==> config.mk <==
export PLATFORM = sky130hd
export DESIGN_NAME = jtag_page_seq
export DESIGN_NICKNAME = d
export VERILOG_FILES = /design/src/rtl/jtag_page_seq.sv
export SDC_FILE = /design/constraint.sdc
export NUM_CORES = 1
export LEC_CHECK = 0
export ABC_AREA = 1
export BUFFER_PORTS_ARGS = -buffer_cell sky130_fd_sc_hd__buf_2
export CAP_MARGIN = 40
export CORE_MARGIN = 5
export CORE_UTILIZATION = 45
export CTS_BUF_LIST = sky130_fd_sc_hd__clkbuf_8
export DETAILED_ROUTE_END_ITERATION = 16
export PLACE_DENSITY_LB_ADDON = 0.12
export SYNTH_ARGS = -nofsm -noshare
export SYNTH_HDL_FRONTEND = slang
export SYNTH_SLANG_ARGS = --single-unit
==> constraint.sdc <==
create_clock -name tck -period 3.45 [get_ports tck]
set_clock_uncertainty 0.2 [all_clocks]
set_input_delay 0.1725 -clock tck [delete_from_list [all_inputs] [get_ports tck]]
set_output_delay 0.1725 -clock tck [all_outputs]
set_load 0.05 [all_outputs]
==> src/rtl/jtag_page_seq.sv <==
module jtag_page_seq #(
  parameter int IR_W     = 4,
  parameter int CMD_W    = 15,
  parameter int BYTE_W   = 8,
  parameter int ADDR_W   = 14,
  parameter int INS_CMD  = 5,
  parameter int INS_LOAD = 6,
  parameter int INS_READ = 7
) (
  input  logic              tck,
  input  logic              trst_n,
  input  logic [IR_W-1:0]   ir_code,
  input  logic              cap_dr,
  input  logic              shf_dr,
  input  logic              upd_dr,
  input  logic              rti,
  input  logic              tdi,
  output logic              tdo,
  input  logic [CMD_W-1:0]  cmd_result,
  output logic [CMD_W-1:0]  cmd_word,
  output logic              cmd_valid,
  output logic              cmd_run,
  output logic              pb_we,
  output logic [ADDR_W-1:0] pb_addr,
  output logic              pb_hi,
  output logic [BYTE_W-1:0] pb_data,
  output logic [ADDR_W-1:0] rd_addr,
  input  logic [2*BYTE_W-1:0] rd_data
);
  localparam int WORD_W = 2 * BYTE_W;

  logic [CMD_W-1:0]  sr;
  logic [IR_W-1:0]   ir_q;
  logic              lane_hi;
  logic              first_byte;
  logic [ADDR_W-1:0] word_addr;

  wire sel_cmd  = (ir_code == IR_W'(INS_CMD));
  wire sel_load = (ir_code == IR_W'(INS_LOAD));
  wire sel_read = (ir_code == IR_W'(INS_READ));
  wire sel_byte = sel_load | sel_read;
  wire entering = sel_byte && (ir_code != ir_q);

  wire [ADDR_W-1:0] addr_inc = word_addr + 1'b1;
  wire [ADDR_W-1:0] load_tgt = (!lane_hi && !first_byte) ? addr_inc : word_addr;
  wire [BYTE_W-1:0] rd_byte  = lane_hi ? rd_data[WORD_W-1:BYTE_W] : rd_data[BYTE_W-1:0];

  assign tdo     = shf_dr && (sel_cmd || sel_byte) ? sr[0] : 1'b0;
  assign cmd_run = rti & sel_cmd;
  assign rd_addr = word_addr;

  always_ff @(posedge tck or negedge trst_n) begin
    if (!trst_n) begin
      sr         <= '0;
      ir_q       <= '0;
      lane_hi    <= 1'b0;
      first_byte <= 1'b1;
      word_addr  <= '0;
      cmd_word   <= '0;
      cmd_valid  <= 1'b0;
      pb_we      <= 1'b0;
      pb_addr    <= '0;
      pb_hi      <= 1'b0;
      pb_data    <= '0;
    end else begin
      ir_q      <= ir_code;
      cmd_valid <= 1'b0;
      pb_we     <= 1'b0;
      if (entering) begin
        lane_hi    <= 1'b0;
        first_byte <= 1'b1;
      end
      if (sel_cmd) begin
        if (cap_dr)      sr <= cmd_result;
        else if (shf_dr) sr <= {tdi, sr[CMD_W-1:1]};
        if (upd_dr) begin
          cmd_word  <= sr;
          cmd_valid <= 1'b1;
          if (sr[CMD_W-1]) word_addr <= sr[ADDR_W-1:0];
        end
      end else if (sel_load) begin
        if (shf_dr) sr[BYTE_W-1:0] <= {tdi, sr[BYTE_W-1:1]};
        if (upd_dr) begin
          pb_data    <= sr[BYTE_W-1:0];
          pb_we      <= 1'b1;
          pb_addr    <= load_tgt;
          pb_hi      <= lane_hi;
          word_addr  <= load_tgt;
          lane_hi    <= ~lane_hi;
          first_byte <= 1'b0;
        end
      end else if (sel_read) begin
        if (cap_dr) begin
          sr[BYTE_W-1:0] <= rd_byte;
          if (lane_hi) word_addr <= addr_inc;
          lane_hi <= ~lane_hi;
        end else if (shf_dr) begin
          sr[BYTE_W-1:0] <= {tdi, sr[BYTE_W-1:1]};
        end
      end
    end
  end

  AST_CMD_VALID_PULSE: assert property (@(posedge tck) disable iff (!trst_n)
    (upd_dr && sel_cmd) |=> (cmd_valid && cmd_word == $past(sr)));
  AST_VALID_SOURCE: assert property (@(posedge tck) disable iff (!trst_n)
    cmd_valid |-> $past(upd_dr && sel_cmd));
  AST_UPPER_KEPT: assert property (@(posedge tck) disable iff (!trst_n)
    (sel_byte && shf_dr) |=> $stable(sr[CMD_W-1:BYTE_W]));
  AST_WR_NEXT_CYCLE: assert property (@(posedge tck) disable iff (!trst_n)
    (upd_dr && sel_load) |=> (pb_we && pb_data == $past(sr[BYTE_W-1:0])));
  AST_WR_SOURCE: assert property (@(posedge tck) disable iff (!trst_n)
    pb_we |-> $past(upd_dr && sel_load));
  AST_RD_ADDR_STEP: assert property (@(posedge tck) disable iff (!trst_n)
    (cap_dr && sel_read) |=> (rd_addr == $past(rd_addr) || rd_addr == $past(rd_addr) + 1'b1));
  AST_LOAD_ADDR_STEP: assert property (@(posedge tck) disable iff (!trst_n)
    pb_we |-> (pb_addr == $past(rd_addr) || pb_addr == $past(rd_addr) + 1'b1));
endmodule

## Yosys cells after proc, flatten, opt, wreduce, memory -nomap -nowiden

Cells that the tools add are included.

| storage, ports and cells | value |
|---|---|
| register bits | 75 |
| input port bits | 42 |
| output and inout port bits | 56 |
| word-level logic and storage cells | 72 |

| operators by class | value |
|---|---|
| $add $sub $neg | 1 |
| equal/unequal tests | 8 |
| muxes and demuxes | 32 |
| bitwise logic cells | 4 |
| reduce and logical (&&, ||, !) cells | 15 |

Operators by type and width:

| operator | number |
|---|---|
| $mux W14 | 9 |
| $mux W8 | 6 |
| $mux W15 | 2 |
| $mux W1 | 15 |
| $add A14 B1 Y14 const B | 1 |
| $eq A4 B3 Y1 const B | 3 |
| $reduce_bool A3 Y1 | 3 |
| $ne A2 B2 Y1 const B | 3 |
| $reduce_and A2 Y1 | 3 |
| $reduce_and A6 Y1 | 1 |
| $ne A4 B4 Y1 | 1 |
| $logic_and A1 B1 Y1 | 3 |
| $ne A3 B3 Y1 const B | 1 |
| $reduce_and A3 Y1 | 1 |
| $logic_not A1 Y1 | 2 |
| $not A1 Y1 | 2 |
| $reduce_bool A2 Y1 | 1 |
| $and A1 B1 Y1 | 1 |
| $logic_or A1 B1 Y1 | 1 |
| $or A1 B1 Y1 | 1 |

## Longest topological paths before layout

Gate-level depths: netlist of the first run.

| logic depth | value |
|---|---|
| word-level depth | 8 |
| mapped depth | 11 |
| depth with buffers taken out | 11 |

## Least setup slack after synthesis of the first run

Ideal clock, no wire load.

| timing path | value |
|---|---|
| kind | register to register |
| start | register word_addr[1], in the netlist rd_addr[1] |
| end | register word_addr[10], in the netlist rd_addr[10] |
| library setup time | 119 ps |
| data arrival time | 1788 ps |
| data required time | 3131 ps |
| slack | 1344 ps |
| cell stages (with the launch flop) | 11 |
| buffers on the path | 0 |
| period minus slack after synthesis | 2106 ps |
| path through | dfrtp_1 -> ha_1 -> nand3_1 -> nor2_1 -> nand3_1 -> nand3_1 -> nand2_1 -> nand2_1 -> nand2_1 -> nand2_1 -> nand2_1 |

| on the way | value |
|---|---|
| word-level cells in the longest chain between the ends | 6 |
| elaborated cells on any way between the ends | 8 |
| classes of those cells | add/sub (1); mux (7) |

RTL lines:

| item | line | text |
|---|---|---|
| from (decl) | 36 | `logic [ADDR_W-1:0] word_addr;` |
| from (signal assigned) | 79 | `if (sr[CMD_W-1]) word_addr <= sr[ADDR_W-1:0];` |
| from (signal assigned) | 88 | `word_addr <= load_tgt;` |
| from (signal assigned) | 95 | `if (lane_hi) word_addr <= addr_inc;` |
| $add A14 B1 Y14 * | 44 | `wire [ADDR_W-1:0] addr_inc = word_addr + 1'b1;` |
| $mux W14 | 95 |  |
| $mux W14 | 93 | `if (cap_dr) begin` |
| $mux W14 | 92 | `end else if (sel_read) begin` |
| $mux W14 * | 81 | `end else if (sel_load) begin` |
| $mux W14 * | 73 | `if (sel_cmd) begin` |

Every way passes the cells marked *; elsewhere a longest branch is shown, timed or not. The select of a mux whose other input is x is not followed.
A chain may end at the register's enable or synchronous reset.

## Final worst setup path of the first run

| timing path | value |
|---|---|
| start | input port ir_code[3] |
| end | register sr[14] |

| on the way | value |
|---|---|
| word-level cells in the longest chain between the ends | 2 |

RTL lines:

| item | line | text |
|---|---|---|
| from (decl) | 12 | `input logic [IR_W-1:0] ir_code,` |
| $eq A4 B3 Y1 | 38 | `wire sel_cmd = (ir_code == IR_W'(INS_CMD));` |
| $reduce_and A2 Y1 (no source line) | - |  |
| to (signal assigned) | 74 | `if (cap_dr) sr <= cmd_result;` |
| to (signal assigned) | 75 | `else if (shf_dr) sr <= {tdi, sr[CMD_W-1:1]};` |
| to (signal, indexed assignment) | 82 | `if (shf_dr) sr[BYTE_W-1:0] <= {tdi, sr[BYTE_W-1:1]};` |
| to (decl) | 32 | `logic [CMD_W-1:0] sr;` |

Every way passes these cells.

==> results of run 1 <==
==> synth_stat cells (3+ instances only) <==
cell and n:
clkbuf_1 14, o211ai_1 10, o21ai_0 39, buf_2 14, xor2_1 12, inv_1 43
nand4_1 4, nand3_1 58, nand2_2 3, a21oi_1 31, nor2_1 37, dfrtp_1 74
nand2_1 222, nor2_2 3, o21ai_1 13
==> final timing paths <==
kind / startpoint / endpoint / slack [ns] / cells after the start
max: ir_code[3] / sr[14]$_DFFE_PN0P_ / 0.68 / 10
min in group asynchronous: trst_n / ir_q[1]$_DFF_PN0_ / 0.04 / 2
max in group asynchronous: trst_n / first_byte$_DFF_PN1_ / 2.43 / 3
min reg2reg: pb_addr[6]$_DFFE_PN0P_ / pb_addr[6]$_DFFE_PN0P_ / 0.28 / 2
max reg2reg: lane_hi$_DFF_PN0_ / rd_addr[1]$_DFFE_PN0P_ / 1.33 / 8
min: cmd_result[1] / sr[1]$_DFFE_PN0P_ / 0.03 / 5
==> cells by family after synthesis <==
family / Yosys count / synth area share (%)
AND/OR/NAND/NOR: 331 / 32.3
flip-flops: 75 / 44.6
multiplexers: 1 / 0.238
buffers and inverters: 77 / 7.54
adder cells (fa/ha/maj): 1 / 0.297
AO/OA/AOI/OAI: 96 / 12.2
XOR/XNOR: 14 / 2.91
==> repair_timing <==
item | in CTS | in global routing
hold buffers | 14 | 0
endpoints found under the hold margin | 86 | 0
setup endpoints to repair | 0 | 0
==> cells in the final DEF (no fill, tap or decap), types with 3 or more instances in the layout <==
cell type / instances
nand4_1: 4
inv_1: 43
xor2_1: 12
nand2_1: 222
a21oi_1: 31
nand3_1: 58
buf_2: 96
nor2_1: 37
dfrtp_1: 74
o21ai_0: 39
clkinv_2: 3
o211ai_1: 10
buf_4: 6
nor2_2: 3
clkbuf_8: 10
nand2_2: 3
o21ai_1: 13
dlygate4sd3_1: 14
==> cell type report <==
class / instances / area, µm²
well taps: 111 / 139
clock inverters: 5 / 30.0
clock buffers: 10 / 138
repair buffers: 117 / 693
fillers: 926 / 4130
multi-input cells: 443 / 2020
flip-flops and latches: 75 / 1880
inverters: 47 / 176
==> worst reg2reg max path: stages (launching register included) <==
cell and delay, ns:
dfrtp_1 0.54, nor2_2 0.16, buf_4 0.23, inv_1 0.25, o21ai_0 0.27, nand2_1 0.07, o211ai_1 0.10, nand2_1 0.07
a21oi_1 0.15
==> per-layer routing <==
layer	track usage [%]	vias to the layer above	wire (µm)
met3	3.19	23	699
met5	0	-	0
met1	30.0	1958	5530
li1	-	2096	-
met2	34.6	153	5320
met4	8.13	0	325
==> power by group through the flow <==
stage / logic [µW] / clock network, µW / registers [µW]
finish: 1670 / 609 / 1340
global route: 1820 / 665 / 1390
CTS: 1680 / 619 / 1340
detailed placement: 1660 / 0 / 1360
global placement: 1640 / 0 / 1350
floorplan: 611 / 0 / 1960
==> per-stage QoR <==
stage	instance area, µm²	std cells
floorplan	4210	595
detailed placement	4760	779
CTS	5070	808
global route	5070	808
finish	5070	808
global placement	4740	778
==> flip-flops by register name, indices dropped and copies added, names as in the netlist <==
name / flops
pb_we: 1
first_byte: 1
ir_q: 4
sr: 15
pb_hi: 1
lane_hi: 1
cmd_valid: 1
pb_addr: 14
pb_data: 8
rd_addr: 14
cmd_word: 15
==> impl_metrics.tcl, run 1 <==
set metrics [dict create \
    worstHoldPathType "in2reg" \
    syn_area_mm2 0.00421 \
    max_slew.worst_pin.slew_ns 0.742 \
    ir_worst_vdd_v 0.000343 \
    viasPerCell 5.24 \
    synth.avg_cell_area_um2 7.08 \
    fin_hold_ws_ns 0.0306 \
    core-area_mm2 0.00920 \
    drive_above_1_share_pct 18.9 \
    ant_nets 0 \
    syn_nets 638 \
    seqPwrFrac_pct 37.0 \
    routedWlPerCell_um 14.7 \
    criticalPathCategory "in2reg" \
    power_density_mw_per_mm2 715 \
    status "complete, no violations" \
    drtPass1Iterations 5 \
    pwr-share-clk_pct 16.8 \
    cp_cell_sequence "dlygate4sd3_1 -> buf_2 -> inv_1 -> nand2_1 -> nor2_2 -> nand2_2 -> nor2_1 -> o211ai_1 -> dlygate4sd3_1 -> o21ai_0" \
    grt_pass1_wl_mm 19.9 \
    critPathCaptureType "flip-flop" \
    crit_top_cell "dlygate4sd3_1" \
    yosys_warnings 0 \
    maxCapViolCount 0 \
    tns_ns 0 \
    die_w_um 107 \
    period_needed_ns 2.77 \
    switching_share_pct 49.8 \
    numCtsBuffers 9 \
    synth_edf_count 0 \
    critPathSlowestCell "nor2_1" \
    synth_ff_type "dfrtp_1" \
    die_h_um 107 \
    ys_seq_area_share_pct 44.6 \
    crit_fanout 19 \
    clock_path_buffers 2 \
    finalSetupViolCount 0 \
    cts-root-buf "clkbuf_8" \
    critPathArrivalTime_ns 2.84 \
    synth_top_area_share_pct 44.0 \
    p_sw_uw 1800 \
    areaGrowthSynthToFinish_pct 20.4 \
    port_buffers 97 \
    n_antenna_cell 0 \
    cts_sinks 75 \
    maxSlewHeadroom_pct 50.5 \
    ys_seq_elements 75 \
    cp_num_buf_inv 4 \
    antenna_found_initial 0 \
    cp_slowest_stage_delay_ns 0.64 \
    cts_resized 0 \
    grt_pass1_vias 4089 \
    dp_hpwl_mm 8.73 \
    clk_latency_ns 0.35 \
    row_count 35 \
    drt_iter0_drc 251 \
    finalHoldViolCount 0 \
    utilization_pct 55.1 \
    wl_mm 11.9 \
    rsz0062_at_grt "false" \
    place.gp.congestion 0.879 \
    fin_total_pwr_uw 3630 \
    post-place-ws_ns 1.13 \
    postCtsSetupRepairBufs 0 \
    grt_max_degree 58 \
    top_level_ports 98 \
    cts_tree "built" \
    vias 4230 \
    synth_area_leaders "dfrtp_1 (44%), nand2_1 (20%), nand3_1 (6.9%), o21ai_0 (4.6%), inv_1 (3.8%)" \
    final_nets 736 \
    power_leakage_uw 0.00278 \
    path_clk_slew_ns 0.08 \
    overflow 0 \
    period_share_pct 80.4 \
    h-tree-depth 3 \
    drv_slew 0 \
    start_util_pct 45.8 \
    path_delay_family "buffers and inverters" \
    synth_area_leader_cell "dfrtp_1" \
    grt_usage_pct 21.7 \
    fin_ws_ns 0.676 \
    p_int_uw 1820 \
    drc_errors 0 \
    synthArstFlopShare_pct 100 \
    dieArea_mm2 0.0114 \
    synth_cell_type_count 29 \
    fmax_mhz 360 \
    syn_inst 595 \
    worstPathRequired_ns 3.52 \
    startpoint_type "input pin" \
    pwr-share-comb_pct 46.2 \
]
Power figures use the tool's default switching activity.
==> run 2: changes to the inputs <==
--- a/config.mk
+++ b/config.mk
@@ -5,7 +5,7 @@
 export SDC_FILE = /design/constraint.sdc
 export NUM_CORES = 1
 export LEC_CHECK = 0
-export ABC_AREA = 1
+export ABC_AREA = 0
 export BUFFER_PORTS_ARGS = -buffer_cell sky130_fd_sc_hd__buf_2
 export CAP_MARGIN = 40
 export CORE_MARGIN = 5
==> constraint.sdc (replaced) <==
create_clock -name tck -period 2.55 [get_ports tck]
set_clock_uncertainty 0.2 [all_clocks]
set_input_delay 0.1275 -clock tck [delete_from_list [all_inputs] [get_ports tck]]
set_output_delay 0.1275 -clock tck [all_outputs]
set_load 0.05 [all_outputs]
==> impl_metrics.tcl, run 2 <==
set metrics [dict create \
    startpoint_type "input pin" \
    utilization_pct 57.2 \
    path_clk_slew_ns 0.08 \
    critPathCaptureType "flip-flop" \
    viasPerCell 5.45 \
    areaGrowthSynthToFinish_pct 23.4 \
    cts_sinks 75 \
    place.gp.congestion 0.812 \
    dieArea_mm2 0.0110 \
    die_h_um 105 \
    synthArstFlopShare_pct 100 \
    fin_ws_ns 0.149 \
    maxCapViolCount 0 \
    routedWlPerCell_um 16.7 \
    synth_area_leaders "dfrtp_1 (46%), mux2_2 (6.9%), mux2i_1 (6.2%), o21ai_0 (4.9%), nand2_1 (4.9%)" \
    clock_path_buffers 2 \
    criticalPathCategory "in2reg" \
    rsz0062_at_grt "false" \
    top_level_ports 98 \
    final_nets 557 \
    h-tree-depth 3 \
    drc_errors 0 \
    max_slew.worst_pin.slew_ns 0.584 \
    ir_worst_vdd_v 0.000522 \
    numCtsBuffers 9 \
    crit_fanout 21 \
    maxSlewHeadroom_pct 61.0 \
    port_buffers 97 \
    drive_above_1_share_pct 31.0 \
    final_area_mm2 0.00501 \
    vias 3419 \
    wl_mm 10.5 \
    post-place-ws_ns 0.291 \
    fmax_mhz 416 \
    synth.avg_cell_area_um2 9.84 \
    rrSetupSlack_ns 0.22 \
    cp_num_buf_inv 4 \
    drv_slew 0 \
    status "complete, no violations" \
    ant_nets 0 \
    critPathSlowestCell "dlygate4sd3_1" \
    reg_top3 "cmd_word x15, sr x15" \
    critPathArrivalTime_ns 2.48 \
    core-area_mm2 0.00876 \
    antenna_found_initial 0 \
    synth_cell_type_count 55 \
    place_area_mm2 0.00460 \
    drt_iter0_drc 157 \
    cts_tree "built" \
    grt_pass1_wl_mm 17.5 \
    die_w_um 105 \
    worstPathRequired_ns 2.63 \
    synth_area_leader_cell "dfrtp_1" \
    synth_edf_count 0 \
    row_count 34 \
    period_share_pct 94.2 \
    ys_seq_area_share_pct 46.2 \
    stdcell_count 627 \
    overflow 0 \
    period_needed_ns 2.40 \
    worstRegToRegCells 6 \
    power_density_mw_per_mm2 945 \
    dp_hpwl_mm 7.43 \
    crit_top_cell "dlygate4sd3_1" \
    finalHoldViolCount 0 \
    tns_ns 0 \
    grt_max_degree 44 \
    yosys_warnings 0 \
    fillers 805 \
    holdPathStages 5 \
    synth_top_area_share_pct 45.6 \
    syn_area_mm2 0.00407 \
    cts_resized 0 \
    grt_pass1_vias 3439 \
    synth_ff_type "dfrtp_1" \
    syn_nets 456 \
    drtPass1Iterations 4 \
    grt_usage_pct 19.3 \
    layout_commonest_cell "buf_2" \
    cts-root-buf "clkbuf_8" \
    power_leakage_uw 0.00234 \
    dp.cells 593 \
    synth.most_common_cell "dfrtp_1" \
    cp_cell_sequence "dlygate4sd3_1 -> buf_2 -> and4bb_1 -> buf_4 -> and2_1 -> a22oi_1 -> o21ai_0 -> dlygate4sd3_1" \
    worstHoldPathType "in2reg" \
    mostFrequentLayoutCells "buf_2 (96), dfrtp_1 (74), nand2_1 (53)" \
    n_antenna_cell 0 \
    clk_latency_ns 0.34 \
    path_delay_family "buffers and inverters" \
    start_util_pct 46.4 \
    ys_seq_elements 75 \
    path_depth 8 \
    synth_common_cells "dfrtp_1 (74), nand2_1 (53), o21ai_0 (40)" \
    finalSetupViolCount 0 \
    syn_inst 413 \
    cp_slowest_stage_delay_ns 0.56 \
]
## run 2: what timing repair did
action,4_1_cts,5_1_grt
setup endpoints to repair,0,1
hold buffers,15,0
hold endpoints to repair,88,0
buffers inserted,0,2
## run 2: kinds of logic after synthesis
group	Yosys count	share of synthesized area, %
AND/OR/NAND/NOR	125	15.3
AO/OA/AOI/OAI	106	16.3
flip-flops	75	46.2
multiplexers	50	13.1
buffers and inverters	38	4.86
XOR/XNOR	18	3.88
adder cells (fa/ha/maj)	1	0.308
## run 2: layout make-up
type	instances	area [µm²]	area share, %
sequential	75	1880	37.5
clock buffer	10	138	2.74
tap	108	135	2.69
multi-input combinational	300	1990	39.7
timing repair buffer	126	763	15.2
clock inverter	6	104	2.07
inverter	2	7.51	0.150
## run 2: per-stage QoR
stage | hold slack [ns] | total power [µW]
6_report | 0.0108 | 4740
5_1_grt | 0.0418 | 4980
4_1_cts | 0.00358 | 4780
3_5_place_dp | -0.0852 | 3640
3_3_place_gp | 0.0769 | 3590
2_1_floorplan | -0.368 | 3150
## run 2: power breakdown
part / leakage (µW) / internal (µW) / switching (µW)
Clock: 0.000127 / 671 / 447
Sequential: 0.000933 / 1470 / 319
Combinational: 0.00128 / 556 / 1270
Total: 0.00234 / 2700 / 2040
## run 2: layer usage
metal  track usage, %  vias up  part of all wire [%]
met2             30.0       98                    46
met1             27.1     1625                    47
met5                0        -                     0
met4             6.30        0                   1.5
li1                 -     1683                     -
met3             3.82       13                   5.7
## run 2: worst paths after layout
path / start / to
max: ir_code[1] / sr[14]$_DFFE_PN0P_
min: rd_data[2] / sr[2]$_DFFE_PN0P_
max reg2reg: rd_addr[0]$_DFFE_PN0P_ / rd_addr[12]$_DFFE_PN0P_
min reg2reg: pb_addr[13]$_DFFE_PN0P_ / pb_addr[13]$_DFFE_PN0P_
max in group asynchronous: trst_n / first_byte$_DFF_PN1_
min in group asynchronous: trst_n / pb_data[5]$_DFFE_PN0P_
## run 2: tightest hold or removal path: cells and delay by family
kind / cells / cell delay, ns
buffers and inverters: 1 / 0.07
and+or+nand+nor: 1 / 0.07
muxes: 1 / 0.05
AOI/OAI and AO/OA: 2 / 0.20
